--- src/rtl/irqwake_pkg.sv ---
package irqwake_pkg;

    typedef enum logic [1:0] {
        PM_RUN  = 2'd0,
        PM_IDLE = 2'd1,
        PM_DOWN = 2'd2,
        PM_RSVD = 2'd3
    } pmode_e;

    localparam int NUM_PINS = 2;
    localparam int PIN_EXT  = 0;
    localparam int PIN_NMI  = 1;

    typedef struct packed {
        logic ext_set;
        logic nmi_set;
        logic wake;
        logic svc_first;
        logic pd_done;
    } evt_s;

endpackage

--- src/rtl/irqwake_phase.sv ---
module irqwake_phase #(
    parameter int STATE_CYC = 2
) (
    input  logic clk_i,
    input  logic rst_ni,
    output logic strobe_o
);
    localparam int CW = (STATE_CYC > 1) ? $clog2(STATE_CYC) : 1;
    localparam logic [CW-1:0] LAST = CW'(STATE_CYC - 1);

    logic [CW-1:0] cnt_d, cnt_q;

    always_comb begin
        cnt_d = (cnt_q == LAST) ? '0 : cnt_q + 1'b1;
    end

    always_ff @(posedge clk_i or negedge rst_ni) begin
        if (!rst_ni) cnt_q <= '0;
        else         cnt_q <= cnt_d;
    end

    assign strobe_o = (cnt_q == LAST);
endmodule

--- src/rtl/irqwake_sync.sv ---
module irqwake_sync #(
    parameter int STAGES = 2
) (
    input  logic clk_i,
    input  logic rst_ni,
    input  logic pin_i,
    output logic lvl_o
);
    logic [STAGES-1:0] ff_d, ff_q;

    always_comb begin
        ff_d = {ff_q[STAGES-2:0], pin_i};
    end

    always_ff @(posedge clk_i or negedge rst_ni) begin
        if (!rst_ni) ff_q <= '0;
        else         ff_q <= ff_d;
    end

    assign lvl_o = ff_q[STAGES-1];
endmodule

--- src/rtl/irqwake_edge.sv ---
module irqwake_edge (
    input  logic clk_i,
    input  logic rst_ni,
    input  logic strobe_i,
    input  logic lvl_i,
    output logic rise_o
);
    logic smp_d, smp_q;

    always_comb begin
        smp_d = strobe_i ? lvl_i : smp_q;
    end

    always_ff @(posedge clk_i or negedge rst_ni) begin
        if (!rst_ni) smp_q <= 1'b0;
        else         smp_q <= smp_d;
    end

    assign rise_o = strobe_i & lvl_i & ~smp_q;
endmodule

--- src/rtl/irqwake_top.sv ---
module irqwake_top
    import irqwake_pkg::*;
#(
    parameter int STATE_CYC   = 2,
    parameter int SYNC_STAGES = 2
) (
    input  logic       clk_i,
    input  logic       rst_ni,
    input  logic       ext_pin_i,
    input  logic       nmi_pin_i,
    input  logic       ext_en_i,
    input  logic [1:0] pmode_i,
    output logic       ext_set_o,
    output logic       nmi_set_o,
    output logic       wake_req_o,
    output logic       svc_first_o,
    output logic       wake_async_o
);
    logic                strobe;
    logic [NUM_PINS-1:0] pins, lvl, rise;

    assign pins[PIN_EXT] = ext_pin_i;
    assign pins[PIN_NMI] = nmi_pin_i;

    irqwake_phase #(.STATE_CYC(STATE_CYC)) u_phase (
        .clk_i    (clk_i),
        .rst_ni   (rst_ni),
        .strobe_o (strobe)
    );

    for (genvar g = 0; g < NUM_PINS; g++) begin : g_pin
        irqwake_sync #(.STAGES(SYNC_STAGES)) u_sync (
            .clk_i  (clk_i),
            .rst_ni (rst_ni),
            .pin_i  (pins[g]),
            .lvl_o  (lvl[g])
        );
        irqwake_edge u_edge (
            .clk_i    (clk_i),
            .rst_ni   (rst_ni),
            .strobe_i (strobe),
            .lvl_i    (lvl[g]),
            .rise_o   (rise[g])
        );
    end

    evt_s evt_d, evt_q;
    logic in_idle, in_down, idle_wake, pd_fire;

    always_comb begin
        in_idle   = (pmode_i == PM_IDLE);
        in_down   = (pmode_i == PM_DOWN);
        idle_wake = in_idle & ((rise[PIN_EXT] & ext_en_i) | rise[PIN_NMI]);
        pd_fire   = in_down & lvl[PIN_EXT] & ~evt_q.pd_done;

        evt_d.ext_set   = (rise[PIN_EXT] & ~in_down) | (pd_fire & ext_en_i);
        evt_d.nmi_set   = rise[PIN_NMI] & ~in_down;
        evt_d.wake      = idle_wake | pd_fire;
        evt_d.svc_first = idle_wake | (pd_fire & ext_en_i);
        evt_d.pd_done   = in_down & (evt_q.pd_done | pd_fire);
    end

    always_ff @(posedge clk_i or negedge rst_ni) begin
        if (!rst_ni) evt_q <= '0;
        else         evt_q <= evt_d;
    end

    assign ext_set_o    = evt_q.ext_set;
    assign nmi_set_o    = evt_q.nmi_set;
    assign wake_req_o   = evt_q.wake;
    assign svc_first_o  = evt_q.svc_first;
    assign wake_async_o = ext_pin_i & (pmode_i == PM_DOWN);
endmodule

--- config.mk ---
export PLATFORM = sky130hd
export DESIGN_NAME = irqwake_top
export DESIGN_NICKNAME = d
export VERILOG_FILES = /design/src/rtl/irqwake_pkg.sv /design/src/rtl/irqwake_phase.sv /design/src/rtl/irqwake_sync.sv /design/src/rtl/irqwake_edge.sv /design/src/rtl/irqwake_top.sv
export SDC_FILE = /design/constraint.sdc
export NUM_CORES = 1
export LEC_CHECK = 0
export ABC_CLOCK_PERIOD_IN_PS = 1100
export BUFFER_PORTS_ARGS = -buffer_cell sky130_fd_sc_hd__buf_2
export CORE_AREA = 8 8 45 47
export CTS_BUF_LIST = sky130_fd_sc_hd__clkbuf_4
export CTS_CLUSTER_SIZE = 10
export DETAILED_ROUTE_END_ITERATION = 12
export DIE_AREA = 0 0 53 55
export HOLD_SLACK_MARGIN = 0.02
export SLEW_MARGIN = 5
export SYNTH_ARGS = -nofsm -noshare
export SYNTH_HDL_FRONTEND = slang
export SYNTH_SLANG_ARGS = --single-unit
--- constraint.sdc ---
create_clock -name clk_i -period 1.1 [get_ports clk_i]
set_clock_uncertainty 0.2 [all_clocks]
set_input_delay 0 -clock clk_i [delete_from_list [all_inputs] [get_ports clk_i]]
set_output_delay 0 -clock clk_i [all_outputs]
set_load 0.05 [all_outputs]
Yosys cells after proc, flatten, opt, wreduce, memory -nomap -nowiden
Cells that the tools add are included.

cells by class
  bitwise gates (word level) = 22
  $add $sub $neg = 1
  multiplexer cells = 1
  eq/ne operators = 2

operators with widths
  kind                 number
  $and 1x1->1          13
  $or 1x1->1           5
  $not 1->1            4
  $eq 2x1->1 const B   1
  $eq 2x2->1 const B   1
  $add 1x1->1 const B  1
  $mux 1               1

storage, ports and cells
  output and inout bits = 5
  bits of input ports = 7
  logic and storage cells = 36
  register bits = 12

Logic depth before layout (Yosys ltp)
  depth after elaboration = 6
  gate-level depth with buffers = 3
  mapped depth without buffers = 3

Cells and area by module
From an unflattened synthesis, not the netlist that was laid out.

second synthesis, totals
  cell total of the unflattened synthesis = 30
  area total of the unflattened synthesis = 459.2 um^2

by module, submodules not included
  module         seq. area each (um^2)  cells each  times used  area an instance (um^2)
  irqwake_top    125.1                  18          1           230.2
  irqwake_edge   25.0                   3           2           50.0
  irqwake_sync   50.0                   2           2           50.0
  irqwake_phase  25.0                   2           1           28.8

Worst setup path before layout
Ideal clock, no wire load.

  path kind = reg-to-reg
  start point = register u_phase.cnt_q, in the netlist u_phase.strobe_o
  end point = register evt_q (netlist bit ext_set_o)
  arrival time = 898 ps
  stages on the path, launching flop included = 4
  slack = -75 ps
  required time = 822 ps
  period minus slack after synthesis = 1175 ps
  path buffers = 0
  library setup time = 78 ps
  path through = dfrtp_1 inv_2 or3_1 a21boi_1

RTL lines
  element                 RTL line             RTL
  from (decl)             irqwake_phase.sv:11  logic [CW-1:0] cnt_d, cnt_q;
  from (signal assigned)  irqwake_phase.sv:19  else cnt_q <= cnt_d;
  to (signal assigned)    irqwake_top.sv:65    else evt_q <= evt_d;
  to (decl)               irqwake_top.sv:47    evt_s evt_d, evt_q;

==> qor.yml <==
outcome:
  outcome: "complete, but fails checks"
  violations: "negative hold slack, negative setup slack"
floorplanning:
  rows: 14
  die_y_um: 55
  die_x_um: 53
  start_util: 0.304
  die-area_um2: 2920
  ioPinCount: 12
  core_um2: 1380
power:
  power_leakage_nw: 0.324
  powerDensity_nw_per_um2: 1330
  ir_worst_vdd_v: 0.000630
  p_sw_frac: 0.235
  finalPower_w: 0.000825
  p_int_w: 0.000631
  seqPwrFrac: 0.564
  power_frac_clock: 0.326
  switchingPower_w: 0.000194
  p_comb_frac: 0.110
placed_design:
  portBuffers: 11
  post_dp_cell_area_um2: 510
  dp_hpwl_um: 591
  gp_congestion: 0.748
  post-place-cells: 61
worst_setup_path:
  critPathRequiredTime_ns: 1.10
  cp.arrival_ns: 1.19
  start_kind: "register"
  r2r_cells: 3
  r2r_start: "u_phase.strobe_o"
  regToRegEndpoint: "ext_set_o"
  path_max_fanout: 4
  crit_type: "reg2reg"
  r2r_setup_slack_ns: -0.09
  end_kind: "register"
global_routing:
  use_met3: 0.0321
  busiest_layer: "met2"
  grt_overflow: 0
  grt_max_degree: 13
  grt_pass1_wl_um: 1350
  grt_util_met1: 0.0627
  met2_usage: 0.107
  track_usage: 0.0641
  antenna_found_initial: 0
  grt_pass1_vias: 341
worst_hold_path:
  min_to: "wake_req_o"
  holdCritStartpoint: "pmode_i[1]"
  hold_depth: 3
  min_path_type: "in2reg"
final_layout:
  final_nets: 64
  layout-drive-gt1-share: 0.446
  multi_input_area_um2: 124
  post-route-util: 0.448
  regArea_um2: 302
  fillers: 146
  stdcell_count: 72
  stdcell_area_um2: 619
  diodes: 0
  area_growth_syn_to_layout_pct: 47.3
detailed_routing:
  num_vias: 319
  firstDrtPassIters: 4
  drt-total-wl_um: 852
  first_iter_violations: 7
  wl_per_cell_um: 11.8
  antenna_left: 0
  drc_errors: 0
  vias_per_cell: 4.43
flow_run:
  maxCapViolCount: 0
synthesis:
  postSynthAreaPerCell_um2: 13.1
  yosysTopAreaCell: "dfrtp_1"
  syn-cell-area_um2: 420
  yosysSeqAreaShare: 0.714
  yosysWarnings: 0
  synth_cell_types: 15
  synthCells: 32
  syn_nets: 39
  ys_ff_latch: 12
  yosys-top-cells-area: "dfrtp_1 (71%), nand3b_1 (5.4%), mux2_2 (2.7%), nand2_1 (2.7%), o21ai_0 (2.4%)"
  synth_top_area_share: 0.714
timing:
  min_period_ns: 1.19
  slew-limit-headroom: 0.817
  fmax_mhz: 841
  slew_viol_final: 0
  hold_viol: 17
  tightestPinTransition_ns: 0.274
  rsz0062_at_grt: "true"
  min_period_over_period: 1.08
  setup_viol: 4
  setup_slack_ns: -0.0894
  fin_hold_ws_ns: -0.198
clock_tree:
  clkTransAtPathRegs_ns: 0.08
  cts_num_sinks: 12
  clockBufferDepth: 2
  ctsHtreeMaxLevel: 1
  cts_tree: "built"
  cts_buffers: 3
  clk-insertion-delay-late_ns: 0.26
  cts_root_buffer: "clkbuf_4"
  cts_hold_buf: 4
-- how the worst max path moves through the flow --
stage,from,end,slack (ns),depth (start not counted)
floorplan,u_phase.strobe_o,ext_set_o,-0.03,3
global placement,u_phase.strobe_o,ext_set_o,-0.09,3
detailed placement,u_phase.strobe_o,ext_set_o,-0.12,3
CTS,u_phase.strobe_o,ext_set_o,-0.11,3
global route,u_phase.strobe_o,ext_set_o,-0.16,3
finish,u_phase.strobe_o,ext_set_o,-0.09,3
-- cell type report --
type / count / area share
Sequential cell: 12 / 0.487
Timing Repair Buffer: 20 / 0.220
Multi-Input combinational cell: 17 / 0.200
Clock buffer: 3 / 0.0364
Tap cell: 16 / 0.0323
Inverter: 3 / 0.0182
Clock inverter: 1 / 0.00606
-- power by group through the flow --
stage	Clock [W]	Combinational, W	Sequential (W)
3_3_place_gp	0	0.0000709	0.000473
4_1_cts	0.000281	0.0000858	0.000465
2_1_floorplan	0	0.0000278	0.000484
3_5_place_dp	0	0.0000721	0.000474
6_report	0.000269	0.0000905	0.000465
5_1_grt	0.000297	0.000100	0.000467
-- cell families (layout without fill, tap and decap cells) --
group / Yosys count / in the layout / share of synthesized area
AOI/OAI and AO/OA: 5 / 5 / 0.0804
buffers and inverters: 3 / 27 / 0.0268
DFF: 12 / 12 / 0.714
muxes: 1 / 1 / 0.0268
and+or+nand+nor: 11 / 11 / 0.152
-- worst max-delay path, stage by stage, from the launching register on --
cell and delay (ns):
dfrtp_2 0.41, inv_2 0.05, or3_4 0.36, a21boi_2 0.12
-- state kept, by name, summed over array words and instances (netlist names) --
signal,cells
evt_q,1
wake_req_o,1
svc_first_o,1
g_pin.u_sync.ff_q,4
u_phase.strobe_o,1
g_pin.u_edge.smp_q,2
ext_set_o,1
nmi_set_o,1
-- layout by cell type (no fill, tap or decap), drive strengths merged, types with 2 or more instances in the layout --
master | synthesis | layout
nand2 | 3 | 3
dfrtp | 12 | 12
clkbuf | 0 | 3
nand3b | 3 | 3
inv | 3 | 3
buf | 0 | 16
dlygate4sd3 | 0 | 4
o21ai | 2 | 2
-- metal layers --
metal	part of all wire	vias to the layer above	wire (µm)
li1	-	153	-
met3	0.12	0	106
met2	0.47	11	399
met1	0.41	155	346
met4	0	0	0
met5	0	-	0
-- Yosys cell counts --
| library cell | count |
|---|---|
| a211o_1 | 1 |
| or3_1 | 1 |
| mux2_2 | 1 |
| o21a_1 | 1 |
| nor3_1 | 1 |
| a21boi_1 | 1 |
| nor2b_1 | 1 |
| dfrtp_1 | 12 |
| nand2b_1 | 1 |
| nand2_1 | 3 |
| and2_1 | 1 |
| inv_2 | 1 |
| inv_1 | 2 |
| nand3b_1 | 3 |
| o21ai_0 | 2 |
-- metrics by stage --
| step | TNS (ns) | hold WS [ns] | setup slack, ns |
|---|---|---|---|
| 6_report | -0.272 | -0.198 | -0.0894 |
| 5_1_grt | -0.466 | -0.179 | -0.157 |
| 4_1_cts | -0.283 | -0.204 | -0.106 |
| 3_5_place_dp | -0.230 | -0.310 | -0.120 |
| 3_3_place_gp | -0.157 | -0.314 | -0.0917 |
| 2_1_floorplan | -0.0592 | -0.496 | -0.0345 |
-- repair_timing --
| item | in CTS | in global routing |
|---|---|---|
| gates cloned | 0 | 0 |
| resized for setup | 0 | 6 |
| pin swaps | 1 | 0 |
| buffers inserted | 3 | 0 |
| endpoints found under the hold margin | 19 | 17 |
| setup endpoints to repair | 3 | 5 |
Note: power is estimated with default switching activity, not from simulation.
